<file path="src/rtl/msc_pkg.sv">
package msc_pkg;
  localparam int NPATH  = 8;
  localparam int NSTAGE = 3;
  localparam int NPHASE = 8;
  localparam int IDX_W  = $clog2(NPATH);
  localparam int PH_W   = $clog2(NPHASE);
  localparam int NREG   = NPATH * NSTAGE;
  localparam int HALF   = NPATH / 2;
  localparam int SKEW   = HALF - 1;

  typedef enum logic [1:0] {
    MODE_LS4 = 2'd0,
    MODE_HS4 = 2'd1,
    MODE_HS8 = 2'd2,
    MODE_RSV = 2'd3
  } spd_mode_e;

  function automatic logic path_allowed(spd_mode_e m, logic [IDX_W-1:0] p);
    case (m)
      MODE_HS8: return 1'b1;
      MODE_HS4: return ~p[0];
      default:  return (int'(p) < HALF);
    endcase
  endfunction

  function automatic logic [PH_W-1:0] stage_phase(spd_mode_e m, logic [IDX_W-1:0] p, int s);
    logic [PH_W-1:0] ph;
    if (s == 0)
      ph = PH_W'(p);
    else if (s == NSTAGE - 1 || m == MODE_LS4 || m == MODE_RSV)
      ph = '0;
    else
      ph = (int'(p) >= HALF) ? PH_W'(int'(p) - SKEW) : '0;
    if (m == MODE_HS4) ph[0] = 1'b0;
    return ph;
  endfunction
endpackage

</file>
<file path="src/rtl/msc_lock_ctrl.sv">
module msc_lock_ctrl
  import msc_pkg::*;
(
  input  logic             clk,
  input  logic             rst_n,
  input  spd_mode_e        mode_i,
  input  logic             corr_done,
  input  logic [IDX_W-1:0] win_idx,
  input  logic             unlock,
  output logic             locked_q,
  output logic [IDX_W-1:0] sel_q,
  output spd_mode_e        mode_q,
  output logic             err_q
);
  logic             locked_d, err_d, ld;
  logic [IDX_W-1:0] sel_d;
  spd_mode_e        mode_d;

  always_comb begin
    locked_d = locked_q;
    sel_d    = sel_q;
    mode_d   = mode_q;
    err_d    = 1'b0;
    if (locked_q) begin
      if (unlock || mode_i != mode_q) locked_d = 1'b0;
    end else if (!unlock && corr_done) begin
      if (path_allowed(mode_i, win_idx)) begin
        locked_d = 1'b1;
        sel_d    = win_idx;
        mode_d   = mode_i;
      end else begin
        err_d = 1'b1;
      end
    end
  end

  assign ld = (locked_d != locked_q);

  always_ff @(posedge clk or negedge rst_n) begin
    if (!rst_n) begin
      locked_q <= 1'b0;
      sel_q    <= '0;
      mode_q   <= MODE_LS4;
      err_q    <= 1'b0;
    end else begin
      err_q <= err_d;
      if (ld) begin
        locked_q <= locked_d;
        sel_q    <= sel_d;
        mode_q   <= mode_d;
      end
    end
  end

  p_unlock_r8: assert property (@(posedge clk) disable iff (!rst_n)
    (locked_q && unlock) |=> !locked_q);
  p_mode_drop_r9: assert property (@(posedge clk) disable iff (!rst_n)
    (locked_q && mode_i != mode_q) |=> !locked_q);
  p_hold_r6: assert property (@(posedge clk) disable iff (!rst_n)
    (locked_q && !unlock && mode_i == mode_q) |=> (locked_q && $stable(sel_q)));
  p_err_no_lock_r7: assert property (@(posedge clk) disable iff (!rst_n)
    err_q |-> !locked_q);
endmodule

</file>
<file path="src/rtl/msc_enable_map.sv">
module msc_enable_map
  import msc_pkg::*;
(
  input  logic                       locked,
  input  logic [IDX_W-1:0]           sel,
  input  spd_mode_e                  mode,
  output logic [NPATH-1:0]           path_en,
  output logic [NREG-1:0]            reg_en,
  output logic [NPHASE-1:0]          phase_en,
  output logic [NREG-1:0][PH_W-1:0]  ph_map
);
  always_comb begin
    path_en  = '0;
    reg_en   = '0;
    phase_en = '0;
    ph_map   = '0;
    for (int p = 0; p < NPATH; p++) begin
      logic on;
      on = locked ? (IDX_W'(p) == sel) : path_allowed(mode, IDX_W'(p));
      path_en[p] = on;
      for (int s = 0; s < NSTAGE; s++) begin
        ph_map[p*NSTAGE+s] = stage_phase(mode, IDX_W'(p), s);
        reg_en[p*NSTAGE+s] = on;
        if (on) phase_en[ph_map[p*NSTAGE+s]] = 1'b1;
      end
    end
  end
endmodule

</file>
<file path="src/rtl/msc_path.sv">
module msc_path
  import msc_pkg::*;
(
  input  logic                         clk,
  input  logic                         rst_n,
  input  logic                         din,
  input  logic [NPHASE-1:0]            phase_stb,
  input  logic [NSTAGE-1:0]            reg_en,
  input  logic [NSTAGE-1:0][PH_W-1:0]  ph,
  output logic                         q_final
);
  logic [NSTAGE-1:0] st_q, st_d, cap;

  always_comb begin
    st_d = {st_q[NSTAGE-2:0], din};
    for (int s = 0; s < NSTAGE; s++) cap[s] = reg_en[s] & phase_stb[ph[s]];
  end

  always_ff @(posedge clk or negedge rst_n) begin
    if (!rst_n) begin
      st_q <= '0;
    end else begin
      for (int s = 0; s < NSTAGE; s++)
        if (cap[s]) st_q[s] <= st_d[s];
    end
  end

  assign q_final = st_q[NSTAGE-1];

  p_off_hold_r11: assert property (@(posedge clk) disable iff (!rst_n)
    (reg_en == '0) |=> $stable(st_q));
endmodule

</file>
<file path="src/rtl/multiphase_sampler_ctrl.sv">
module multiphase_sampler_ctrl
  import msc_pkg::*;
(
  input  logic              clk,
  input  logic              rst_n,
  input  logic [1:0]        speed_mode,
  input  logic              corr_done,
  input  logic [IDX_W-1:0]  win_idx,
  input  logic              unlock,
  input  logic [NPHASE-1:0] phase_stb,
  input  logic              rx_din,
  output logic [NPATH-1:0]  path_en,
  output logic [NREG-1:0]   reg_en,
  output logic [NPHASE-1:0] phase_en,
  output logic              sel_err,
  output logic              data_out,
  output logic              data_vld
);
  localparam logic [NPATH-1:0] ODD_MASK = {HALF{2'b10}};

  logic [1:0]                rst_sync_q;
  logic                      rst_int_n;
  spd_mode_e                 mode_i, mode_q, eff_mode;
  logic                      locked_q, vld_d, vld_q;
  logic [IDX_W-1:0]          sel_q;
  logic [NREG-1:0][PH_W-1:0] ph_map;
  logic [NPATH-1:0]          path_q;

  always_ff @(posedge clk or negedge rst_n) begin
    if (!rst_n) rst_sync_q <= '0;
    else        rst_sync_q <= {rst_sync_q[0], 1'b1};
  end
  assign rst_int_n = rst_sync_q[1];

  assign mode_i   = spd_mode_e'(speed_mode);
  assign eff_mode = locked_q ? mode_q : mode_i;

  msc_lock_ctrl u_lock (
    .clk(clk), .rst_n(rst_int_n), .mode_i(mode_i), .corr_done(corr_done),
    .win_idx(win_idx), .unlock(unlock), .locked_q(locked_q), .sel_q(sel_q),
    .mode_q(mode_q), .err_q(sel_err)
  );

  msc_enable_map u_map (
    .locked(locked_q), .sel(sel_q), .mode(eff_mode), .path_en(path_en),
    .reg_en(reg_en), .phase_en(phase_en), .ph_map(ph_map)
  );

  for (genvar g = 0; g < NPATH; g++) begin : g_path
    msc_path u_path (
      .clk(clk), .rst_n(rst_int_n), .din(rx_din), .phase_stb(phase_stb),
      .reg_en(reg_en[g*NSTAGE +: NSTAGE]), .ph(ph_map[g*NSTAGE +: NSTAGE]),
      .q_final(path_q[g])
    );
  end

  assign vld_d = locked_q & phase_stb[stage_phase(mode_q, sel_q, NSTAGE-1)];

  always_ff @(posedge clk or negedge rst_int_n) begin
    if (!rst_int_n) vld_q <= 1'b0;
    else            vld_q <= vld_d;
  end

  assign data_vld = vld_q;
  assign data_out = path_q[sel_q];

  p_lock_regs_r6: assert property (@(posedge clk) disable iff (!rst_int_n)
    locked_q |-> ($countones(reg_en) == NSTAGE && $onehot(path_en)));
  p_lock_phase_r6: assert property (@(posedge clk) disable iff (!rst_int_n)
    locked_q |-> ($countones(phase_en) >= 1 && $countones(phase_en) <= NSTAGE && phase_en[0]));
  p_ls4_upper_r2: assert property (@(posedge clk) disable iff (!rst_int_n)
    (!locked_q && (speed_mode == 2'd0 || speed_mode == 2'd3)) |-> ((path_en >> HALF) == '0));
  p_hs4_odd_r3: assert property (@(posedge clk) disable iff (!rst_int_n)
    (!locked_q && speed_mode == 2'd1) |-> ((path_en & ODD_MASK) == '0));
  p_hs8_all_r4: assert property (@(posedge clk) disable iff (!rst_int_n)
    (!locked_q && speed_mode == 2'd2) |-> (&path_en && &reg_en));
  p_vld_r10: assert property (@(posedge clk) disable iff (!rst_int_n)
    data_vld |-> $past(phase_stb[0]));
endmodule

</file>
<file path="config.mk">
export PLATFORM = sky130hd
export DESIGN_NAME = multiphase_sampler_ctrl
export DESIGN_NICKNAME = d
export VERILOG_FILES = /design/src/rtl/msc_pkg.sv /design/src/rtl/msc_lock_ctrl.sv /design/src/rtl/msc_enable_map.sv /design/src/rtl/msc_path.sv /design/src/rtl/multiphase_sampler_ctrl.sv
export SDC_FILE = /design/constraint.sdc
export NUM_CORES = 1
export LEC_CHECK = 0
export BUFFER_PORTS_ARGS = -buffer_cell sky130_fd_sc_hd__buf_2
export CORE_ASPECT_RATIO = 0.9
export CORE_UTILIZATION = 30
export DETAILED_ROUTE_END_ITERATION = 10
export GPL_ROUTABILITY_DRIVEN = 1
export PLACE_DENSITY = 0.52
export SYNTH_ARGS = -nofsm -noshare
export SYNTH_HDL_FRONTEND = slang
export SYNTH_SLANG_ARGS = --single-unit
</file>
<file path="constraint.sdc">
create_clock -name clk -period 6.3 [get_ports clk]
set_input_delay 0.945 -clock clk [delete_from_list [all_inputs] [get_ports clk]]
set_output_delay 0.945 -clock clk [all_outputs]
set_load 0.02 [all_outputs]
</file>
-- Word-level counts from Yosys, hierarchy flattened
Index checks and enable logic that the tools add are counted.
- bits in registers: 34
- input port bits: 18
- logic and storage cells: 191
- $lt $le $gt $ge: 18
- equality and inequality tests: 14
- multiplexer cells: 88
- bitwise logic cells: 30
- reduce and logical (&&, ||, !) cells: 16
- operator list (operator ; number):
    $mux 8 ; 8
    $mux 1 ; 59
    $or 8x8->8 ; 5
    $and 1x1->1 ; 20
    $lt 3x4->1 const B ; 4
    $bmux 1 s3 ; 5
    $ge 3x1->1 const B ; 5
    $demux 1 s3 ; 4
    $eq 3x3->1 const A ; 4
    $lt 2x4->1 const B ; 3
    $logic_and 1x1->1 ; 9
    $lt 1x4->1 const B ; 2
    $or 8x2->8 ; 1
    $or 8x4->8 ; 1
    $or 8x6->8 ; 1
    $mux 7 ; 1
    $eq 2x2->1 const B ; 3
    $eq 2x3->1 const A ; 2
    $mux 2 ; 3
    $mux 3 ; 2
    $mux 5 ; 1
    $demux 1 s1 ; 4
    $eq 2x1->1 const B ; 2
    $ge 2x1->1 const B ; 2
    other kinds (13) ; 15

-- Longest topological paths before layout
Gate-level depths: netlist of the first run.
- depth in word-level cells: 36
- gate-level depth with buffers: 9
- mapped depth without buffers: 7

-- Hierarchy
A second synthesis of the first run with hierarchy kept.
- cell total of the unflattened synthesis: 370
- area, all modules: 4062.6 um2
- modules (own cells, without submodules) (module ; instances ; cells each ; area each (um2)):
    msc_path ; 8 ; 24 ; 319.1
    msc_enable_map ; 1 ; 142 ; 1003.5
    msc_lock_ctrl ; 1 ; 26 ; 335.3
    multiphase_sampler_ctrl ; 1 ; 10 ; 171.4

-- Least setup slack after synthesis of the first run
No wires, ideal clock.
- path kind: input-to-output
- start: input speed_mode[1]
- end: output phase_en[2]
- arrival time: 2.733 ns
- setup slack: 2.622 ns
- stages on the path: 7
- buffers on the path: 1
- cell sequence: a21boi_0 > inv_1 > ha_1 > buf_2 > nor2_1 > or2_1 > a2111o_1
- elaborated cells on any way between the ends: 67
- RTL lines (what ; RTL line ; source):
    start: declaration ; multiphase_sampler_ctrl.sv:6 ; input logic [1:0] speed_mode,
    $mux 2 (*) ; multiphase_sampler_ctrl.sv:36 ; assign eff_mode = locked_q ? mode_q : mode_i;
    $eq 2x2->1 or $eq 2x1->1 (tied branches) ; - ;
    $reduce_or 2->1 (no source line) (*) ; - ;
    $mux 1 (*) ; msc_pkg.sv:19 ; case (m)
    $mux 1 (*) ; msc_enable_map.sv:19 ; on = locked ? (IDX_W'(p) == sel) : path_allowed(mode, IDX_W'(p));
    net path_en[6] ; multiphase_sampler_ctrl.sv:12 ; output logic [NPATH-1:0] path_en,
    $mux 8 (*) ; msc_enable_map.sv:24 ; if (on) phase_en[ph_map[p*NSTAGE+s]] = 1'b1;
    $or 8x8->8 (no source line) ; - ;
    $mux 8 (*) ; msc_enable_map.sv:24 ;
    $or 8x8->8 (no source line) ; - ;
    $mux 8 (*) ; msc_enable_map.sv:24 ;
    end: declaration ; multiphase_sampler_ctrl.sv:14 ; output logic [NPHASE-1:0] phase_en,
Mark *: on every way through the listed nets, which the timed path passes. The rest lies on a longest branch.

-- Worst setup path after layout of the first run
- start: register u_lock.locked_q
- end: output phase_en[2]
- cells in the longest elaborated chain, start to end: 23
- elaborated cells on any way between the ends: 68
- RTL lines (what ; RTL line ; source):
    start: declaration ; msc_lock_ctrl.sv:10 ; output logic locked_q,
    start signal: assignment ; msc_lock_ctrl.sv:48 ; locked_q <= locked_d;
    $mux 2 ; multiphase_sampler_ctrl.sv:36 ;
    $eq 2x1->1 ; - ;
    $mux 1 ; msc_pkg.sv:19, msc_pkg.sv:34 ;
    $lt 2x4->1 (implied by the code) or $ge 2x1->1 (tied branches) ; msc_enable_map.sv:24 ;
    $logic_and 1x1->1 (implied by the code) ; msc_enable_map.sv:24 ;
    $mux 1 (implied by the code) ; msc_enable_map.sv:24 ;
    $demux 1 s1 ; - ;
    $or 8x4->8 (no source line) ; - ;
    [... 7 more ...] ; - ;
    $mux 8 ; msc_enable_map.sv:24 ;
    $mux 7 ; msc_enable_map.sv:24 ;
    $or 8x8->8 (no source line) ; - ;
    $mux 8 ; msc_enable_map.sv:24 ;
    $or 8x8->8 (no source line) ; - ;
    $mux 8 ; msc_enable_map.sv:24 ;
    $or 8x8->8 (no source line) ; - ;
    $mux 8 (*) ; msc_enable_map.sv:24 ;
Every way passes the cells marked *; elsewhere a longest branch is shown, timed or not.

==> impl_metrics.toml, run 1 <==
[timing]
timing.final.hold_violations = 0
setup_tns_ps = 0
final_critical_path_setup_slack_ps = 2110
min_period_over_period_pct = 66.5
period_minus_slack_ps = 4190
maxClockFrequency_mhz = 239
final-max-slew-violation-count = 0
headroom_to_the_max_slew_limit_pct = 66.0
rsz_0062_raised_after_global_routing = "no"
worst_slew_pin_slew_ps = 511
fin_hold_ws_ps = 255
finClkSkew_ps = 11.0
final-setup-viol-count = 0

[final_layout]
area_of_all_placed_cells_without_fillers_um2 = 2390
num-nets-final = 244
area.growth.synth_to_final_pct = 14.6
post_route_cells_drive_above_1_share_pct = 48.0
antenna_cells = 0
layout.core_utilization_pct = 36.0

[setup_path]
cpMostUsedCell = "sky130_fd_sc_hd__inv_1"
criticalPathCategory = "reg2out"
cp.required_ps = 5350
timing.critical_path.fanout_max = 17
cpPeakStageDelay_ps = 640
cp_num_buf_inv = 3
critical-path-top-delay-family = "compound AO/OA/AOI/OAI gates"
critical_path.cell_chain = "inv_1, a21boi_0, inv_1, ha_1, nor2_1, or2_1, a2111o_1, buf_2"
worstPathArrival_ps = 3240
worst_path_max_delay_cell = "sky130_fd_sc_hd__dfrtp_1"
timing.critical_path.from_type = "flip-flop"
endpoint_kind = "output port"

[drt]
detail_route.wirelength_um = 4570
dr.first_iter.drc_count = 66
drc = 0
route.antenna.remaining_nets = 0
routed-via-count = 1462
detail_route.vias_per_cell = 4.70
drt_first_pass_iters = 4
wl_per_instance_um = 14.7

[synthesis]
asyncSetResetFlopFracSynth_pct = 100
synth_most_common_cell = "sky130_fd_sc_hd__dfrtp_1"
synth.top_cells.by_count = "sky130_fd_sc_hd__dfrtp_1, sky130_fd_sc_hd__mux2_2, sky130_fd_sc_hd__buf_4, sky130_fd_sc_hd__o21ai_0, sky130_fd_sc_hd__a21oi_1"
synth.cell_area_um2 = 2090
number_of_flops_mapped_to_enable_cells_by_yosys = 0
synth_top_area_cell = "sky130_fd_sc_hd__dfrtp_1"
synth-warning-count = 0
synth-seq-cells = 34
synth_top_cell_area_share_pct = 40.7
syn_avg_cell_area_um2 = 11.3
synth_seq_area_share_pct = 40.7
ys_dominant_reg_cell = "sky130_fd_sc_hd__dfrtp_1"
synth_cells = 185
synth_cell_type_count = 38
area_contributors_post_synth = "sky130_fd_sc_hd__dfrtp_1, sky130_fd_sc_hd__mux2_2, sky130_fd_sc_hd__buf_4, sky130_fd_sc_hd__ha_1, sky130_fd_sc_hd__mux2_4"

[clocking]
number_of_clock_sinks_seen_by_cts = 34
clk_latency_ps = 280
cts_hold_repair.buffers = 0
maximum_count_of_clock_buffers_along_a_single_path = 2
cts_inserted_buffers = 5
cts-resized-gates = 0
cts_setup_buffers = 0
clock_tree.root_cell = "sky130_fd_sc_hd__clkbuf_8"
cts_htree_levels = 2
cts_tree = "built"
clkTransAtPathRegs_ps = 80

[floorplanning]
initial_core_util_pct = 31.4
floorplan.die.width_um = 90.0
pin_count = 61
row_count = 28
core_area_um2 = 6660
die_h_um = 81.2
die_area_um2 = 7300

[grt]
grt_overflow = 0
track_usage_pct = 13.3
grt_pass1_wl_um = 7500
antenna_found_initial = 0
via_count_of_the_first_global_routing_pass = 1460
pin_count_of_the_biggest_net_entering_global_routing = 33

[place]
postPlaceCellArea_um2 = 2280
dp_worst_setup_slack_ps = 2240
dp.final_hpwl_um = 3300
routabilityCongestion = 0.800
portBuffers = 59

[power_and_ir_drop]
power.density_cell_area_nw_per_um2 = 362
static-leakage-power_nw = 1.14
power.ir.vdd_worst_mv = 0.0822

[worst_hold_path]
timing.hold.worst.class = "reg2async"

[outcome]
status = "finished, final reports clean"

[job]
cap_viol_max_count = 0
[logic make-up (layout without fill, tap and decap cells)]
logic type,Yosys count,count (layout),synth area share (%)
multiplexers,40,40,23.8
buffers and inverters,40,75,12.0
AO/OA/AOI/OAI,36,36,11.0
flip-flops,34,34,40.7
AND/OR/NAND/NOR,26,26,7.84
adder cells (fa/ha/maj),6,6,3.59
XOR/XNOR,2,2,0.838
other,1,2,0.179
[power breakdown]
| group | total [mW] | switching [mW] | internal [mW] |
|---|---|---|---|
| logic | 0.328 | 0.168 | 0.159 |
| clock network | 0.188 | 0.0777 | 0.110 |
| registers | 0.351 | 0.0591 | 0.292 |
[layout by cell type (no fill, tap or decap), types with 5 or more instances in the layout]
cell type	instances
sky130_fd_sc_hd__a21oi_1	9
sky130_fd_sc_hd__clkbuf_8	8
sky130_fd_sc_hd__o21ai_0	10
sky130_fd_sc_hd__inv_1	7
sky130_fd_sc_hd__mux2_4	5
sky130_fd_sc_hd__dfrtp_1	34
sky130_fd_sc_hd__nand2_1	5
sky130_fd_sc_hd__ha_1	6
sky130_fd_sc_hd__buf_2	59
sky130_fd_sc_hd__mux2_2	28
[routing by layer]
metal | wire length, um | global-route usage, % | share of wire (%)
met5 | 0 | 0 | 0
met2 | 2070 | 22.4 | 45
met1 | 2250 | 17.4 | 49
met3 | 215 | 2.90 | 4.7
met4 | 36 | 3.87 | 0.79
[metrics by stage]
stage,instances,total power [mW]
floorplan,186,0.622
global placement,303,0.682
detailed placement,303,0.686
CTS,311,0.877
global route,311,0.924
finish,311,0.867
[final timing paths]
| path | from | endpoint | slack (ps) | cells after the start |
|---|---|---|---|---|
| hold reg to reg | rst_sync_q[1] | g_path[1].u_path.st_q[2] | 260 | 1 |
| setup / recovery | u_lock.locked_q | phase_en[2] | 2110 | 8 |
| setup reg to reg | u_lock.locked_q | g_path[4].u_path.st_q[2] | 3500 | 7 |
| min in group clk | rst_sync_q[0] | rst_sync_q[1] | 350 | 0 |
| hold / removal | rst_sync_q[1] | g_path[1].u_path.st_q[2] | 260 | 1 |
| max in group asynchronous | rst_sync_q[1] | u_lock.sel_q[1] | 5740 | 1 |
[worst register-to-register path: cells and delay by family, from the launching register on]
kind | cells | cell delay [ps]
AO/OA/AOI/OAI | 2 | 580
adder cells (fa/ha/maj) | 1 | 410
buffers and inverters | 2 | 350
flip-flops | 1 | 640
multiplexers | 1 | 290
AND/OR/NAND/NOR | 1 | 420
[cell type report]
type | count | area (um2)
Timing Repair Buffer | 60 | 303
Fill cell | 690 | 4260
Multi-Input combinational cell | 112 | 992
Sequential cell | 34 | 851
Inverter | 7 | 26.3
Tap cell | 90 | 113
Clock buffer | 8 | 110
[registers in the layout (all words and copies together) (netlist names)]
register            cells
u_lock.sel_q            3
data_vld                1
u_lock.err_q            1
u_lock.locked_q         1
g_path.u_path.st_q     24
rst_sync_q              2
u_lock.mode_q           2
Power figures use the tool's default switching activity.
==> inputs of run 2 (changes only) <==
==> constraint.sdc (replaced) <==
create_clock -name clk -period 4.15 [get_ports clk]
set_input_delay 0.6225 -clock clk [delete_from_list [all_inputs] [get_ports clk]]
set_output_delay 0.6225 -clock clk [all_outputs]
set_load 0.02 [all_outputs]
==> run 2 against run 1 <==
  * Sequential power up 52%
  * Clock power up 31%
  * Clock skew down 0.79 ps
  * Count of clock-buffer cells in the layout down 3
  * First-iteration DRC count down 47%
  * Cell area down 0.84%
  * Total power up 48%
  * Combinational power up 52%
  * Highest routed layer unchanged
  * Utilization down 0.30 points
  * Routed wire length up 1.4%
  * Largest power group unchanged
  * Critical path type unchanged
  * Cell count unchanged
  * Sequential share of layout area up 0.30 points
==> impl_metrics.toml, run 2 (same netlist as run 1, synthesis figures left out) <==
[clocking]
maximum_count_of_clock_buffers_along_a_single_path = 2
cts_htree_levels = 2
clk_latency_ps = 290
cts_inserted_buffers = 5
number_of_clock_sinks_seen_by_cts = 34
cts-resized-gates = 0
clkTransAtPathRegs_ps = 80
cts_hold_repair.buffers = 0
cts_setup_buffers = 0
cts_tree = "built"
clock_tree.root_cell = "sky130_fd_sc_hd__clkbuf_8"

[place]
dp.final_hpwl_um = 3350
portBuffers = 59
routabilityCongestion = 0.812

[timing]
rsz_0062_raised_after_global_routing = "no"
min_period_over_period_pct = 90.2
final-setup-viol-count = 0
setup_tns_ps = 0
final-max-slew-violation-count = 0
headroom_to_the_max_slew_limit_pct = 62.0
period_minus_slack_ps = 3740
finClkSkew_ps = 10.2
maxClockFrequency_mhz = 267
worst_slew_pin_slew_ps = 565
timing.final.hold_violations = 0

[final_layout]
antenna_cells = 0
layout.cells.most_common = "sky130_fd_sc_hd__buf_2"
regArea_um2 = 851
post_route_cells_drive_above_1_share_pct = 48.0
largest_register_ffs = 24
num-nets-final = 244
multi_input_comb_area_um2 = 992
most-common-layout-cells = "sky130_fd_sc_hd__buf_2, sky130_fd_sc_hd__dfrtp_1, sky130_fd_sc_hd__mux2_2, sky130_fd_sc_hd__o21ai_0, sky130_fd_sc_hd__a21oi_1"
final.fill_count = 700
area.growth.synth_to_final_pct = 13.7
biggestRegsByFlops = "g_path.u_path.st_q x24, u_lock.sel_q x3"
largest-register = "g_path.u_path.st_q"

[grt]
grt_overflow = 0
via_count_of_the_first_global_routing_pass = 1411
pin_count_of_the_biggest_net_entering_global_routing = 33
grt_pass1_wl_um = 7360
track_usage_pct = 13.4
antenna_found_initial = 0

[drt]
detail_route.wirelength_um = 4640
drc = 0
route.antenna.remaining_nets = 0
drt_first_pass_iters = 4
detail_route.vias_per_cell = 4.73
dr.first_iter.drc_count = 35
wl_per_instance_um = 14.9
routed-via-count = 1470

[floorplanning]
row_count = 28
initial_core_util_pct = 31.4
die_area_um2 = 7300
pin_count = 61
floorplan.die.width_um = 90.0
die_h_um = 81.2
core_area_um2 = 6660

[setup_path]
cp.required_ps = 3530
timing.critical_path.from_type = "flip-flop"
endpoint_kind = "output port"
criticalPathCategory = "reg2out"
worstPathArrival_ps = 3120
timing.critical_path.fanout_max = 17

[power_and_ir_drop]
power.ir.vdd_worst_mv = 0.119
power.density_cell_area_nw_per_um2 = 539
post-layout-total-power_mw = 1.28
static-leakage-power_nw = 1.12

[job]
cap_viol_max_count = 0

[outcome]
status = "finished, final reports clean"

[worst_hold_path]
timing.hold.worst.class = "in2async"
-- run 2: cell count changes in the layout (fill, tap and decap cells not counted) --
cell / previous run / this run
sky130_fd_sc_hd__clkinvlp_4: 0 / 1
sky130_fd_sc_hd__clkinv_4: 0 / 1
sky130_fd_sc_hd__clkbuf_8: 8 / 5
sky130_fd_sc_hd__clkinv_2: 0 / 1
-- run 2: per-layer routing --
layer,up-vias,GRT usage (%),part of all wire [%]
met5,-,0,0
met4,0,4.84,1.2
met3,8,3.18,4.7
met2,54,21.2,44
met1,708,18.1,50
li1,700,-,-
-- run 2: critical path, cell delays in order (launching register included) --
cell and delay (ps):
sky130_fd_sc_hd__dfrtp_1 630, sky130_fd_sc_hd__inv_1 200, sky130_fd_sc_hd__a21boi_0 350, sky130_fd_sc_hd__inv_1 110, sky130_fd_sc_hd__ha_1 450, sky130_fd_sc_hd__nor2_1 170, sky130_fd_sc_hd__or2_1 350, sky130_fd_sc_hd__a2111o_1 430
sky130_fd_sc_hd__buf_2 160
-- run 2: path summary, 6_finish.rpt --
check	from	to	slack, ps	depth (start not counted)
max	u_lock.locked_q	phase_en[2]	410	8
min	rst_n	rst_sync_q[0]	110	1
max reg2reg	u_lock.locked_q	g_path[6].u_path.st_q[1]	1500	7
min reg2reg	rst_sync_q[1]	g_path[0].u_path.st_q[0]	260	1
max in group asynchronous	rst_sync_q[1]	u_lock.mode_q[1]	3580	1
min in group clk	rst_sync_q[0]	rst_sync_q[1]	350	0
-- run 2: layout make-up --
cell class	instances	share of cell area, %
Multi-Input combinational cell	112	41.8
Inverter	7	1.11
Timing Repair Buffer	60	12.8
Clock buffer	5	2.90
Tap cell	90	4.74
Sequential cell	34	35.8
Clock inverter	3	0.896
-- run 2: power breakdown --
part,internal [mW],leakage (nW),total (mW),switching [mW]
Clock,0.118,0.0441,0.247,0.129
Combinational,0.242,0.674,0.498,0.256
Sequential,0.442,0.406,0.533,0.0912
-- run 2: metrics by stage --
step                      setup slack, ps  util, %  hold WS (ps)  cells  area, um2
after CTS                             369     35.7          94.5    311       2370
after global routing                  150     35.7          88.2    311       2370
after floorplan                      1040        -           327    186       2090
final                                 406     35.7           106    311       2370
after global placement                775     34.3           277    303       2280
after detailed placement              686     34.3           276    303       2280
==> inputs of run 3 (changes only) <==
--- a/config.mk
+++ b/config.mk
@@ -10,7 +10,7 @@
 export CORE_UTILIZATION = 30
 export DETAILED_ROUTE_END_ITERATION = 10
 export GPL_ROUTABILITY_DRIVEN = 1
-export PLACE_DENSITY = 0.52
+export PLACE_DENSITY = 0.62
 export SYNTH_ARGS = -nofsm -noshare
 export SYNTH_HDL_FRONTEND = slang
 export SYNTH_SLANG_ARGS = --single-unit
==> run 3 against run 2 <==
  * Clock power is 2% lower
  * First-iteration DRC count is 89% higher
  * Total power is 0.67% lower
  * Critical path type unchanged
  * Setup slack worse by 33 ps
  * Cell count is 0.64% lower
  * Highest routed layer unchanged
==> impl_metrics.toml, run 3 (same netlist as run 1, synthesis figures left out) <==
[final_layout]
largest_register_ffs = 24
antenna_cells = 0
area_of_all_placed_cells_without_fillers_um2 = 2370
biggestRegsByFlops = "g_path.u_path.st_q x24, u_lock.sel_q x3"
multi_input_comb_area_um2 = 992
area.growth.synth_to_final_pct = 13.3
final.fill_count = 693
regArea_um2 = 851
post_route_cells_drive_above_1_share_pct = 47.5
layout.core_utilization_pct = 35.6
largest-register = "g_path.u_path.st_q"
most-common-layout-cells = "sky130_fd_sc_hd__buf_2, sky130_fd_sc_hd__dfrtp_1, sky130_fd_sc_hd__mux2_2, sky130_fd_sc_hd__o21ai_0, sky130_fd_sc_hd__a21oi_1"
num-nets-final = 244
layout.cells.most_common = "sky130_fd_sc_hd__buf_2"

[power_and_ir_drop]
power.density_cell_area_nw_per_um2 = 537
power.ir.vdd_worst_mv = 0.118
static-leakage-power_nw = 1.12

[clocking]
cts_htree_levels = 2
clkTransAtPathRegs_ps = 70
cts_inserted_buffers = 5
number_of_clock_sinks_seen_by_cts = 34
clock_tree.root_cell = "sky130_fd_sc_hd__clkbuf_8"
maximum_count_of_clock_buffers_along_a_single_path = 2
cts-resized-gates = 0
cts_tree = "built"
cts_setup_buffers = 0
clk_latency_ps = 280
cts_hold_repair.buffers = 0

[drt]
detail_route.wirelength_um = 4440
wl_per_instance_um = 14.4
detail_route.vias_per_cell = 4.69
routed-via-count = 1449
drc = 0
route.antenna.remaining_nets = 0
dr.first_iter.drc_count = 66
drt_first_pass_iters = 4

[grt]
pin_count_of_the_biggest_net_entering_global_routing = 33
grt_overflow = 0
grt_pass1_wl_um = 7280
track_usage_pct = 12.7
via_count_of_the_first_global_routing_pass = 1385
gr-max-usage-layer = "met2"
grt_use_met3_pct = 2.90
use_met2_pct = 20.2
antenna_found_initial = 0
grtUsageMet1_pct = 17.5

[timing]
fin_hold_ws_ps = 115
final-setup-viol-count = 0
finClkSkew_ps = 11.9
period_minus_slack_ps = 3780
setup_tns_ps = 0
worst_slew_pin_slew_ps = 558
headroom_to_the_max_slew_limit_pct = 62.5
min_period_over_period_pct = 91.0
rsz_0062_raised_after_global_routing = "no"
maxClockFrequency_mhz = 265
final-max-slew-violation-count = 0
timing.final.hold_violations = 0

[setup_path]
cpPeakStageDelay_ps = 630
cp.required_ps = 3530
criticalPathCategory = "reg2out"
worst_path_max_delay_cell = "sky130_fd_sc_hd__dfrtp_1"
cpMostUsedCell = "sky130_fd_sc_hd__inv_1"
critical_path.cell_chain = "inv_1, a21boi_0, inv_1, ha_1, nor2_1, or2_1, a2111o_1, buf_2"
cp_num_buf_inv = 3
worstPathArrival_ps = 3160
endpoint_kind = "output port"
critical-path-top-delay-family = "compound AO/OA/AOI/OAI gates"
timing.critical_path.from_type = "flip-flop"
timing.critical_path.fanout_max = 17

[floorplanning]
row_count = 28
die_h_um = 81.2
die_area_um2 = 7300
pin_count = 61
floorplan.die.width_um = 90.0
core_area_um2 = 6660
initial_core_util_pct = 31.4

[place]
portBuffers = 59
routabilityCongestion = 0.779
dp.final_hpwl_um = 3280
postPlaceCellArea_um2 = 2280

[outcome]
status = "finished, final reports clean"

[worst_hold_path]
timing.hold.worst.class = "in2async"

[job]
cap_viol_max_count = 0
-- run 3: cell count changes in the layout (fill, tap and decap cells not counted), sizes merged --
cell | before | now
clkbuf | 5 | 6
clkinv | 2 | 0
clkinvlp | 1 | 0
-- run 3: worst paths after layout --
check / from / end / slack [ps] / depth (start not counted)
min in group clk: rst_sync_q[0] / rst_sync_q[1] / 350 / 0
setup reg to reg: u_lock.locked_q / g_path[3].u_path.st_q[0] / 1440 / 6
hold reg to reg: rst_sync_q[1] / g_path[6].u_path.st_q[1] / 260 / 1
setup / recovery: u_lock.locked_q / phase_en[2] / 370 / 8
max in group asynchronous: rst_sync_q[1] / g_path[2].u_path.st_q[0] / 3580 / 1
hold / removal: rst_n / rst_sync_q[0] / 110 / 1
-- run 3: power breakdown --
group          internal (mW)  total, mW  switching [mW]
Sequential             0.443      0.530          0.0875
Clock                  0.128      0.242           0.114
Combinational          0.242      0.498           0.256
-- run 3: cell type report --
class	instances	share of cell area, %
Clock buffer	6	3.49
Inverter	7	1.11
Multi-Input combinational cell	112	41.9
Sequential cell	34	35.9
Tap cell	90	4.76
Timing Repair Buffer	60	12.8
-- run 3: routing by layer --
metal / routed length, um / up-vias
li1: - / 698
met4: 35 / 0
met1: 2200 / 697
met5: 0 / -
met3: 213 / 5
met2: 1990 / 49
-- run 3: stage by stage --
step           instances  setup WS, ps  power (mW)
6_report             309           372        1.27
5_1_grt              309          99.8        1.35
4_1_cts              309           355        1.29
2_1_floorplan        186          1040       0.944
3_3_place_gp         303           817        1.03
3_5_place_dp         303           669        1.04
